<file path="src/rtl/irqmux_pkg.sv">
package irqmux_pkg;
  localparam int NUM_CH   = 8;
  localparam int SEL_W    = 8;
  localparam int FILT_W   = 4;
  localparam int REG_W    = 32;
  localparam int LOW_BASE = 16;
  localparam int PER_REG  = REG_W / SEL_W;

  typedef enum logic [1:0] {
    RG_MODE   = 2'd0,
    RG_SEL_LO = 2'd1,
    RG_SEL_HI = 2'd2,
    RG_FILT   = 2'd3
  } reg_idx_e;

  typedef struct packed {
    logic              edge_md;
    logic              act_low;
    logic [SEL_W-1:0]  sel;
    logic [FILT_W-1:0] filt;
  } chan_cfg_t;

  function automatic logic [REG_W-1:0] mode_mask();
    logic [REG_W-1:0] m;
    m = '0;
    for (int i = 0; i < NUM_CH; i++) begin
      m[i]            = 1'b1;
      m[LOW_BASE + i] = 1'b1;
    end
    return m;
  endfunction

  localparam logic [REG_W-1:0] MODE_MASK = mode_mask();
endpackage

</file>
<file path="src/rtl/irqmux_regs.sv">
module irqmux_regs
  import irqmux_pkg::*;
(
  input  logic                          clk,
  input  logic                          rst_n,
  input  logic                          we,
  input  logic [3:0]                    addr,
  input  logic [REG_W-1:0]              wdata,
  output logic [REG_W-1:0]              rdata,
  output chan_cfg_t [NUM_CH-1:0]        cfg
);
  logic [REG_W-1:0] mode_q, sel_lo_q, sel_hi_q, filt_q;
  reg_idx_e         idx;

  assign idx = reg_idx_e'(addr[3:2]);

  always_ff @(posedge clk or negedge rst_n) begin
    if (!rst_n) begin
      mode_q   <= '0;
      sel_lo_q <= '0;
      sel_hi_q <= '0;
      filt_q   <= '0;
    end else if (we) begin
      case (idx)
        RG_MODE:   mode_q   <= wdata & MODE_MASK;
        RG_SEL_LO: sel_lo_q <= wdata;
        RG_SEL_HI: sel_hi_q <= wdata;
        RG_FILT:   filt_q   <= wdata;
        default:   ;
      endcase
    end
  end

  always_comb begin
    case (idx)
      RG_MODE:   rdata = mode_q;
      RG_SEL_LO: rdata = sel_lo_q;
      RG_SEL_HI: rdata = sel_hi_q;
      default:   rdata = filt_q;
    endcase
  end

  for (genvar ch = 0; ch < NUM_CH; ch++) begin : g_cfg
    logic [SEL_W-1:0] sel_w;
    if (ch < PER_REG) begin : g_lo
      assign sel_w = sel_lo_q[(ch % PER_REG)*SEL_W +: SEL_W];
    end else begin : g_hi
      assign sel_w = sel_hi_q[(ch % PER_REG)*SEL_W +: SEL_W];
    end
    assign cfg[ch] = '{edge_md: mode_q[ch],
                       act_low: mode_q[LOW_BASE + ch],
                       sel:     sel_w,
                       filt:    filt_q[ch*FILT_W +: FILT_W]};
  end
endmodule

</file>
<file path="src/rtl/irqmux_prescale.sv">
module irqmux_prescale #(
  parameter int TICK_DIV = 16
) (
  input  logic clk,
  input  logic rst_n,
  output logic tick
);
  localparam int CW = (TICK_DIV > 2) ? $clog2(TICK_DIV) : 1;
  localparam logic [CW-1:0] LAST = CW'(TICK_DIV - 1);

  logic [CW-1:0] cnt_q;

  always_ff @(posedge clk or negedge rst_n) begin
    if (!rst_n)             cnt_q <= '0;
    else if (cnt_q == LAST) cnt_q <= '0;
    else                    cnt_q <= cnt_q + 1'b1;
  end

  assign tick = (cnt_q == LAST);
endmodule

</file>
<file path="src/rtl/irqmux_chan.sv">
module irqmux_chan
  import irqmux_pkg::*;
#(
  parameter int NUM_PADS = 110
) (
  input  logic                clk,
  input  logic                rst_n,
  input  logic                tick,
  input  logic [NUM_PADS-1:0] pads,
  input  chan_cfg_t           cfg,
  output logic                flt,
  output logic                irq
);
  localparam logic [SEL_W:0] PAD_LIM = (SEL_W+1)'(NUM_PADS);

  logic              sel_ok, raw, sync1_q, sync2_q, active, prev_q;
  logic [FILT_W-1:0] cnt_q;

  assign sel_ok = ({1'b0, cfg.sel} < PAD_LIM);

  always_comb begin
    raw = 1'b0;
    for (int i = 0; i < NUM_PADS; i++) begin
      if (cfg.sel == SEL_W'(i)) raw = pads[i];
    end
  end

  always_ff @(posedge clk or negedge rst_n) begin
    if (!rst_n) begin
      sync1_q <= 1'b0;
      sync2_q <= 1'b0;
    end else begin
      sync1_q <= raw;
      sync2_q <= sync1_q;
    end
  end

  // Unconnected selects stay inactive after the polarity stage too.
  assign active = sel_ok & (sync2_q ^ cfg.act_low);

  always_ff @(posedge clk or negedge rst_n) begin
    if (!rst_n) begin
      flt   <= 1'b0;
      cnt_q <= '0;
    end else if (cfg.filt == '0) begin
      flt   <= active;
      cnt_q <= '0;
    end else if (active == flt) begin
      cnt_q <= '0;
    end else if (tick) begin
      if (cnt_q == cfg.filt - FILT_W'(1)) begin
        flt   <= active;
        cnt_q <= '0;
      end else begin
        cnt_q <= cnt_q + 1'b1;
      end
    end
  end

  always_ff @(posedge clk or negedge rst_n) begin
    if (!rst_n) prev_q <= 1'b0;
    else        prev_q <= flt;
  end

  assign irq = cfg.edge_md ? (flt & ~prev_q) : flt;
endmodule

</file>
<file path="src/rtl/pad_irq_router.sv">
module pad_irq_router
  import irqmux_pkg::*;
#(
  parameter int NUM_PADS = 110,
  parameter int TICK_DIV = 16
) (
  input  logic                clk,
  input  logic                rst_n,
  input  logic                cfg_we,
  input  logic [3:0]          cfg_addr,
  input  logic [31:0]         cfg_wdata,
  output logic [31:0]         cfg_rdata,
  input  logic [NUM_PADS-1:0] pad_in,
  output logic [7:0]          irq_out
);
  chan_cfg_t [NUM_CH-1:0] cfg;
  logic                   tick;
  logic [NUM_CH-1:0]      flt_vec;

  irqmux_regs u_regs (
    .clk   (clk),
    .rst_n (rst_n),
    .we    (cfg_we),
    .addr  (cfg_addr),
    .wdata (cfg_wdata),
    .rdata (cfg_rdata),
    .cfg   (cfg)
  );

  irqmux_prescale #(.TICK_DIV(TICK_DIV)) u_tick (
    .clk   (clk),
    .rst_n (rst_n),
    .tick  (tick)
  );

  for (genvar ch = 0; ch < NUM_CH; ch++) begin : g_chan
    irqmux_chan #(.NUM_PADS(NUM_PADS)) u_chan (
      .clk   (clk),
      .rst_n (rst_n),
      .tick  (tick),
      .pads  (pad_in),
      .cfg   (cfg[ch]),
      .flt   (flt_vec[ch]),
      .irq   (irq_out[ch])
    );
  end
endmodule

</file>
<file path="config.mk">
export PLATFORM = sky130hd
export DESIGN_NAME = pad_irq_router
export DESIGN_NICKNAME = d
export VERILOG_FILES = /design/src/rtl/irqmux_pkg.sv /design/src/rtl/irqmux_regs.sv /design/src/rtl/irqmux_prescale.sv /design/src/rtl/irqmux_chan.sv /design/src/rtl/pad_irq_router.sv
export SDC_FILE = /design/constraint.sdc
export NUM_CORES = 1
export LEC_CHECK = 0
export CELL_PAD_IN_SITES_DETAIL_PLACEMENT = 1
export CELL_PAD_IN_SITES_GLOBAL_PLACEMENT = 2
export CORE_UTILIZATION = 30
export DETAILED_ROUTE_END_ITERATION = 8
export GPL_ROUTABILITY_DRIVEN = 1
export MAX_ROUTING_LAYER = met4
export PLACE_DENSITY_LB_ADDON = 0.3
export SLEW_MARGIN = 20
export SYNTH_ARGS = -nofsm -noshare
export SYNTH_HDL_FRONTEND = slang
export SYNTH_SLANG_ARGS = --single-unit
</file>
<file path="constraint.sdc">
create_clock -name clk -period 2.2 [get_ports clk]
set_input_delay 0.22 -clock clk [delete_from_list [all_inputs] [get_ports clk]]
set_output_delay 0.22 -clock clk [all_outputs]
set_load 0.01 [all_outputs]
</file>
Word level (Yosys, flattened, before mapping)
Index checks and enable logic that the tools add are counted.
{"block": "word_totals", "regBits": 180, "wordCells": 2009, "output_inout_bits": 40}
{"block": "op_classes", "n_mux": 954, "n_addsub": 17, "bitwise": 32, "n_lt_le_gt_ge": 8, "n_reduce_logical": 53, "n_eq_ne": 900}
{"op": "8-bit by 7-bit equality test with 1-bit output, second input constant", "count": 368}
{"op": "8-bit by 6-bit equality test with 1-bit output, second input constant", "count": 256}
{"op": "8-bit by 5-bit equality test with 1-bit output, second input constant", "count": 128}
{"op": "1-bit two-way mux", "count": 920}
{"op": "8-bit by 4-bit equality test with 1-bit output, second input constant", "count": 64}
{"op": "8-bit by 3-bit equality test with 1-bit output, second input constant", "count": 32}
{"op": "4-bit two-way mux", "count": 33}
{"op": "8-bit by 2-bit equality test with 1-bit output, second input constant", "count": 16}
{"op": "32-bit one-hot mux with 3 select lines", "count": 1}
{"op": "8-bit by 1-bit equality test with 1-bit output, second input constant", "count": 8}
{"op": "8-bit logical NOT", "count": 8}
{"op": "8-bit by 7-bit less-than comparator with 1-bit output, second input constant", "count": 8}
{"op": "4-bit by 1-bit adder with 4-bit output, second input constant", "count": 9}
{"op": "4-bit equality test", "count": 8}
{"op": "4-bit logical NOT", "count": 8}
{"op": "2-bit nonzero test", "count": 16}
{"op": "4-bit by 1-bit subtractor with 4-bit output, second input constant", "count": 8}
{"op": "3-bit AND reduction", "count": 8}
{"op": "3-bit nonzero test", "count": 8}
{"op": "1-bit AND", "count": 16}
{"op": "2-bit by 1-bit inequality test with 1-bit output, second input constant", "count": 8}
{"op": "1-bit equality test", "count": 8}
{"op": "1-bit inverter", "count": 8}
{"op": "2-bit AND reduction", "count": 4}
{"op": "other kinds (5)", "count": 13}

Depth between registers and ports, before layout
Gate-level depths: netlist (run 1).
{"block": "depth", "depth_word": 111, "ltp_mapped": 12, "depth_no_buf": 9}

Modules after synthesis
From an unflattened synthesis (run 1), not the netlist that was laid out.
{"block": "unflattened", "cells_unflattened": 3046, "area_unflattened_um2": 24163.2}
{"mod": "irqmux_chan (g_chan[4].u_chan ...)", "instances": 4, "cells_each": 342, "area_each_um2": 2386.0}
{"mod": "irqmux_chan (g_chan[0].u_chan ...)", "instances": 4, "cells_each": 342, "area_each_um2": 2383.5}
{"mod": "irqmux_regs", "instances": 1, "cells_each": 297, "area_each_um2": 4916.0}
{"mod": "irqmux_prescale", "instances": 1, "cells_each": 13, "area_each_um2": 168.9}

Worst setup path before layout (run 1)
OpenSTA, ideal clock, no wires.
{"block": "synth_path", "kind": "register -> register", "start": "reg u_regs.sel_lo_q[24]", "end": "reg g_chan[3].u_chan.sync1_q", "slack_ns": 0.032, "path_stages_with_launch": 10, "required_time_ns": 2.074, "t_arrival_ns": 2.042, "setup_time_ns": 0.126, "n_path_buf": 3, "path_cell_list": "dfrtp_1 -> buf_2 -> buf_2 -> buf_2 -> mux2_1 -> o21ai_1 -> o21ai_1 -> o31ai_1 -> o221ai_1 -> o311a_1"}
{"block": "synth_between", "elab_chain_len": 111, "elab_cells_between_ends": 220, "cone_classes": "eq/ne (109); mux (110); reduce/logical (1)"}
{"element": "start: declaration", "line": "irqmux_regs.sv:12", "source": "logic [REG_W-1:0] mode_q, sel_lo_q, sel_hi_q, filt_q;"}
{"element": "start signal: assignment", "line": "irqmux_regs.sv:26", "source": "RG_SEL_LO: sel_lo_q <= wdata;"}
{"element": "8-bit logical NOT", "line": "irqmux_chan.sv:24", "source": "if (cfg.sel == SEL_W'(i)) raw = pads[i];"}
{"element": "1-bit two-way mux (109 in series)", "line": "irqmux_chan.sv:24"}
{"element": "1-bit two-way mux *", "line": "irqmux_chan.sv:24"}
{"element": "named net g_chan[3].u_chan.raw", "line": "irqmux_chan.sv:16", "source": "logic sel_ok, raw, sync1_q, sync2_q, active, prev_q;"}
{"element": "end signal: assignment", "line": "irqmux_chan.sv:33", "source": "sync1_q <= raw;"}
{"element": "end: declaration", "line": "irqmux_chan.sv:16"}
Mark *: on every way through the listed nets, which the timed path passes. The rest lies on a longest branch.
A chain may end at the register's enable or synchronous reset.

Final worst setup path (run 1)
{"block": "layout_path", "start": "reg u_regs.sel_lo_q[16]", "end": "reg g_chan[2].u_chan.sync1_q"}
{"block": "layout_between", "elab_chain_len": 111, "elab_cells_between_ends": 220, "cone_classes": "eq/ne (109); mux (110); reduce/logical (1)"}
{"element": "8-bit logical NOT", "line": "irqmux_chan.sv:24"}
{"element": "1-bit two-way mux (109 in series)", "line": "irqmux_chan.sv:24"}
{"element": "1-bit two-way mux *", "line": "irqmux_chan.sv:24"}
{"element": "named net g_chan[2].u_chan.raw", "line": "irqmux_chan.sv:16"}
{"element": "end signal: assignment", "line": "irqmux_chan.sv:33"}
{"element": "end: declaration", "line": "irqmux_chan.sv:16"}
Marked as above.

==> out/results.ini, run 1 <==
[route]
drcViolationCount=0
wl_um=184000
antenna_left=0
wl_per_cell_um=37.4
firstDrtPassIters=6
drt_iter0_drc=4010
viasPerCell=6.45
via_count=31763

[clock_network]
cts_root_buf=clkbuf_16
cts.clk_slew.worst_paths_ps=110
clkSinkCount=180
cts_tree=built
cts_buffers=17
cts_max_path_buffers=2
h-tree-depth=4
clk_latency_ps=510

[final_layout]
seqCellArea_um2=4560
synthToLayoutAreaGrowth_pct=60.7
final_common_cell=buf_4
final_cell_mix=buf_4 (964), nand2_1 (207), nor2_1 (187), o21ai_0 (181), a21oi_1 (160)
num-nets-final=4097
multi_input_area_um2=17400
fillers=8623
drive_above_1_share_pct=41.8
final_cells=4922

[setup_path]
rr_startpoint=u_regs.sel_lo_q[16]$_DFFE_PN0P_
cp-end-kind=flip-flop
timing.rr.end=g_chan[2].u_chan.sync1_q$_DFF_PN0_
cp_max_fo=3
critical_path_class=flip-flop to flip-flop
crit_required_ps=2590
startpoint_type=flip-flop
crit_arrival_ps=3070
rrSetupSlack_ps=-480
ff2ff_path_depth=8

[yosys]
synth_top_area_share_pct=19.9
syn_area_um2=22600
yosysTopAreaCell=dfrtp_1
synth_edf_count=0
ys_seq_area_share_pct=19.9
synthFlopType=dfrtp_1
ys_types=102
synthTopCellsByArea=dfrtp_1 (20%), mux2_2 (7.3%), o21ai_0 (4.6%), mux2i_1 (4.5%), mux4_2 (4.2%)
yosysWarnings=0
asyncSetResetFlopFracSynth_pct=100
ys_ff_latch=180
syn_area_per_cell_um2=7.78
syn_inst=2906
synthesis.nets=3076

[sta]
postLayoutSetupSlackWorst_ps=-476
slew_headroom_pct=55.9
fin_crit_sh_pct=122
fin_crit_ps=2680
fmax_mhz=374
setup_viol=22
tightest_slew_ps=653
finalHoldViolCount=0
final.setup.tns_ps=-2960
rsz0062_at_grt=yes
clock-skew-final_ps=33.4
slew_viol_final=0

[floorplanning]
io-pin-count=189
start_util_pct=30.4
fp.dieW_um=276
die_h_um=276
dieArea_um2=76400
core_um2=74400
rows=100

[global_routing]
grt_pass1_wl_um=250000
track_usage_pct=47.4
grt_start_max_net_pins=55
antenna_found_initial=15
first_global_vias=31910
grt-ovfl-total=0

[outcome]
status=finished with violations
violations=setup timing

[power_and_ir_drop]
vdd_drop_max_mv=1.09
seqPwrFrac_pct=18.3
p_sw_uw=13800
p_sw_share_pct=48.0
p_clk_share_pct=11.7
power_frac_comb_pct=70.0
p_int_uw=14900
leakagePower_uw=0.0153
power.density_nw_per_um2=792

[place]
port_buffers=186
dpl.hpwl_um=143000
dp_cells=4792
gp_congestion=1.12

[worst_hold_path]
hp-class=primary input to async pin

[flow_run]
drv_cap=0

-- Yosys cell counts, types with 72 or more instances --
master    count
a21oi_1     173
buf_2       121
clkbuf_1    152
dfrtp_1     180
inv_1        75
mux2_2      146
mux2i_1     102
nand2_1     210
nand3_1      72
nor2_1      202
nor3_1       76
o21ai_0     207
-- state kept, by name (all words and copies together), names as in the netlist --
name,count
g_chan.u_chan.cnt_q,32
u_regs.filt_q,32
u_regs.sel_hi_q,32
u_regs.sel_lo_q,32
u_regs.mode_q,16
g_chan.u_chan.flt,8
g_chan.u_chan.prev_q,8
g_chan.u_chan.sync1_q,8
g_chan.u_chan.sync2_q,8
u_tick.cnt_q,4
-- stage by stage --
stage	utilization (%)	total power (uW)	hold slack (ps)	setup WS [ps]	instance area, um^2
2_1_floorplan	-	12900	-75.6	32.3	22600
3_3_place_gp	44.8	22200	210	-922	33400
3_5_place_dp	44.8	22500	214	-752	33400
4_1_cts	47.3	27000	233	-411	35200
5_1_grt	48.8	29500	263	-527	36300
6_report	48.8	28800	226	-476	36300
-- final cells by class --
class / instances / share of cell area [%]
multi-input cells: 2317 / 47.8
repair buffers: 1325 / 33.7
flip-flops and latches: 180 / 12.6
well taps: 969 / 3.34
clock buffers: 18 / 1.18
inverters: 86 / 0.923
clock inverters: 14 / 0.434
diodes: 13 / 0.0896
-- per-layer routing --
metal  track usage, %  share of wire (%)
met1             57.2                 39
met2             69.2                 43
met3             12.1                 10
met4             32.0                8.2
met5                -                  0
-- kinds of logic after synthesis --
kind of cell | count (synthesis) | synth area share, %
AO/OA/AOI/OAI | 1013 | 30.2
XOR/XNOR | 67 | 2.60
multiplexers | 299 | 16.4
adder cells (fa/ha/maj) | 21 | 1.16
AND/OR/NAND/NOR | 917 | 21.6
buffers and inverters | 409 | 8.07
flip-flops | 180 | 19.9
-- timing repair --
item,4_1_cts,5_1_grt
resized for setup,239,181
hold buffers,1,0
pin swaps,61,96
gates cloned,6,2
buffers inserted,45,39
hold endpoints to repair,50,0
endpoints found under the setup margin,60,47
-- how the worst max path moves through the flow --
stage	endpoint	cells after the start	from
final	g_chan[2].u_chan.sync1_q$_DFF_PN0_	8	u_regs.sel_lo_q[16]$_DFFE_PN0P_
after global routing	g_chan[2].u_chan.sync1_q$_DFF_PN0_	8	u_regs.sel_lo_q[16]$_DFFE_PN0P_
after CTS	g_chan[2].u_chan.sync1_q$_DFF_PN0_	7	u_regs.sel_lo_q[16]$_DFFE_PN0P_
after detailed placement	g_chan[2].u_chan.sync1_q$_DFF_PN0_	8	pad_in[5]
after global placement	g_chan[2].u_chan.sync1_q$_DFF_PN0_	8	pad_in[0]
after floorplan	g_chan[3].u_chan.sync1_q$_DFF_PN0_	9	u_regs.sel_lo_q[24]$_DFFE_PN0P_
-- worst max-delay path, cell delays in order, from the launching register on --
cell and delay (ps):
dfrtp_2 510, buf_12 150, mux4_2 530, o211ai_1 220, a31oi_2 170, o311ai_2 320, o2111ai_1 200, a2111oi_1 380
nor2_1 90
-- power groups by stage --
| stage | registers (uW) | logic [uW] | clock network [uW] |
|---|---|---|---|
| after global routing | 5310 | 20700 | 3460 |
| after CTS | 5170 | 18500 | 3360 |
| after floorplan | 4530 | 8370 | 0 |
| final | 5260 | 20100 | 3350 |
| after detailed placement | 5270 | 17200 | 0 |
| after global placement | 5200 | 17000 | 0 |
No activity file was read; power rests on OpenSTA's default activity.
==> inputs of run 2 (changes only) <==
--- a/config.mk
+++ b/config.mk
@@ -7,11 +7,14 @@
 export LEC_CHECK = 0
 export CELL_PAD_IN_SITES_DETAIL_PLACEMENT = 1
 export CELL_PAD_IN_SITES_GLOBAL_PLACEMENT = 2
+export CORE_MARGIN = 2
 export CORE_UTILIZATION = 30
 export DETAILED_ROUTE_END_ITERATION = 8
+export DONT_BUFFER_PORTS = 1
 export GPL_ROUTABILITY_DRIVEN = 1
 export MAX_ROUTING_LAYER = met4
 export PLACE_DENSITY_LB_ADDON = 0.3
+export REMOVE_ABC_BUFFERS = 1
 export SLEW_MARGIN = 20
 export SYNTH_ARGS = -nofsm -noshare
 export SYNTH_HDL_FRONTEND = slang
==> out/results.ini, run 2 (synthesis results as in run 1) <==
[clock_network]
h-tree-depth=4  ; unchanged
cts_tree=built
postCtsHoldBufs=32  ; +31
clk_latency_ps=510  ; about the same
cts.clk_slew.worst_paths_ps=80  ; -30 ps
clkSinkCount=180  ; unchanged
cts_buffers=17  ; unchanged
cts_root_buf=clkbuf_16
cts_max_path_buffers=2  ; unchanged

[sta]
tightest_slew_ps=669  ; +16.3 ps
slew_headroom_pct=55.0  ; -0.88 points
postLayoutSetupSlackWorst_ps=-346  ; +130 ps
fin_crit_sh_pct=116  ; -5.9 points
fin_crit_ps=2550  ; -130 ps
fmax_mhz=393  ; +5.1%
slew_viol_final=0  ; unchanged
setup_viol=8  ; -64%
finalHoldViolCount=180  ; +180
rsz0062_at_grt=yes
clock-skew-final_ps=24.1  ; -9.29 ps
fin_hold_ws_ps=-591  ; -817 ps

[outcome]
status=finished with violations
violations=hold timing, setup timing

[final_layout]
num-nets-final=3535  ; -14%
drive_above_1_share_pct=36.4  ; -5.3 points
final_util_pct=41.4  ; -7.4 points
fillers=8713  ; +1.0%
fin_area_um2=30800  ; -15%
synthToLayoutAreaGrowth_pct=36.4
final_cells=4386  ; -11%
final_common_cell=buf_4
final_cell_mix=buf_4 (643), nand2_1 (207), nor2_1 (189), o21ai_0 (182), a21oi_1 (160)

[setup_path]
path_delay_family=compound AO/OA/AOI/OAI gates
cpMostUsedCell=buf_12
startpoint_type=flip-flop
timing.rr.end=g_chan[2].u_chan.sync1_q$_DFF_PN0_
rrSetupSlack_ps=-350  ; +130 ps
critical_path_class=flip-flop to flip-flop
rr_startpoint=u_regs.sel_lo_q[16]$_DFFE_PN0P_
crit_required_ps=2570  ; -20 ps
ff2ff_path_depth=10  ; +2
startpoint=u_regs.sel_lo_q[16]$_DFFE_PN0P_
crit_slowest_cell=dfrtp_2
crit_arrival_ps=2920  ; -150 ps
cpPeakStageDelay_ps=500  ; -30 ps
cp-end-kind=flip-flop
crit_buf_inv=2  ; +1
endpoint=g_chan[2].u_chan.sync1_q$_DFF_PN0_
cp_max_fo=21  ; +18
worstSetupPathDepth=10  ; +2
crit_chain=buf_12, buf_12, and3b_1, o21ai_1, a211o_1, o21ai_0, a211oi_2, o2111ai_1, a2111oi_2, nor2_1

[route]
wl_um=168000  ; -8.5%
viasPerCell=6.61  ; +2.5%
via_count=29010  ; -8.7%
antenna_left=0  ; unchanged
drcViolationCount=0  ; unchanged
firstDrtPassIters=6  ; unchanged
drt_iter0_drc=3706  ; -7.6%
wl_per_cell_um=38.4  ; +2.7%

[global_routing]
grt_start_max_net_pins=181  ; +230%
first_global_vias=29222  ; -8.4%
antenna_found_initial=29  ; +14
grt-ovfl-total=0  ; unchanged
track_usage_pct=43.4  ; -4.0 points
grt_pass1_wl_um=229000  ; -8.1%

[place]
port_buffers=0  ; -100%
dpl.hpwl_um=119000  ; -17%
gp_congestion=1.02  ; -8.6%
place_area_um2=27700  ; -17%
dp_cells=4210  ; -12%

[floorplanning]
fp.dieW_um=278  ; +0.72%
dieArea_um2=77500  ; +1.5%
core_um2=74400  ; unchanged
start_util_pct=30.4  ; unchanged
die_h_um=278  ; +0.72%
io-pin-count=189  ; unchanged
rows=100  ; unchanged

[power_and_ir_drop]
seqPwrFrac_pct=20.6  ; +2.3 points
power.density_nw_per_um2=809  ; +2.1%
p_sw_share_pct=46.2  ; -1.8 points
p_clk_share_pct=13.1  ; +1.4 points
power_frac_comb_pct=66.3  ; -3.7 points
p_int_uw=13400  ; -10%
p_sw_uw=11500  ; -17%
vdd_drop_max_mv=0.535  ; -51%
leakagePower_uw=0.0124  ; -19%

[flow_run]
drv_cap=0  ; unchanged

[worst_hold_path]
hp-class=primary input to async pin

[run 2: through the flow]
| step | hold slack [ps] | setup TNS (ps) | setup WS, ps | total power (uW) |
|---|---|---|---|---|
| final | -591 | -1130 | -346 | 24900 |
| after global routing | -619 | -1930 | -420 | 26100 |
| after CTS | -621 | -1050 | -316 | 23800 |
| after detailed placement | -71.2 | -5360 | -452 | 19400 |
| after global placement | -70.7 | -4010 | -453 | 19000 |
| after floorplan | -75.6 | -14750 | -1430 | 12100 |
[run 2: area by class of cell]
class | instances | area (um^2) | share of cell area (%)
multi-input combinational | 2317 | 17400 | 56.5
antenna | 39 | 97.6 | 0.317
sequential | 180 | 4550 | 14.8
tap | 969 | 1210 | 3.93
timing repair buffer | 763 | 6640 | 21.5
inverter | 86 | 328 | 1.06
clock inverter | 15 | 163 | 0.528
clock buffer | 17 | 425 | 1.38
[run 2: how the worst min path moves through the flow]
stage / from / end / slack [ps] / cells after the start
floorplan: rst_n / g_chan[0].u_chan.cnt_q[0]$_DFFE_PN0P_ / -80 / 0
global placement: rst_n / u_tick.cnt_q[3]$_DFF_PN0_ / -70 / 0
detailed placement: rst_n / u_tick.cnt_q[2]$_DFF_PN0_ / -70 / 0
CTS: rst_n / u_tick.cnt_q[2]$_DFF_PN0_ / -620 / 0
global route: rst_n / u_tick.cnt_q[3]$_DFF_PN0_ / -620 / 0
finish: rst_n / u_tick.cnt_q[2]$_DFF_PN0_ / -590 / 0
[run 2: worst reg2reg max path: stages, from the launching register on]
cell,delay (ps)
dfrtp_2,500
buf_12,160
buf_12,140
and3b_1,160
o21ai_1,160
a211o_1,220
o21ai_0,140
a211oi_2,250
o2111ai_1,210
a2111oi_2,380
nor2_1,100
[run 2: routing by layer]
| metal | track usage (%) | vias up | share of wire (%) |
|---|---|---|---|
| met3 | 11.5 | 582 | 10 |
| met5 | - | - | 0 |
| met1 | 51.5 | 14683 | 39 |
| li1 | - | 11950 | - |
| met2 | 63.6 | 1795 | 44 |
| met4 | 30.3 | 0 | 7.9 |
[run 2: power by group through the flow]
stage	combinational [uW]	sequential, uW	clock [uW]
6_report	16500	5130	3280
5_1_grt	17400	5200	3450
4_1_cts	15400	5090	3340
3_5_place_dp	14200	5160	0
3_3_place_gp	13900	5100	0
2_1_floorplan	6430	5710	0
[run 2: timing repair]
item                       CTS  global route
pin swaps                   72            57
setup endpoints to repair   29            32
resized for setup          169           167
buffers inserted            37            32
cloned                       6             1
hold endpoints to repair   292           180
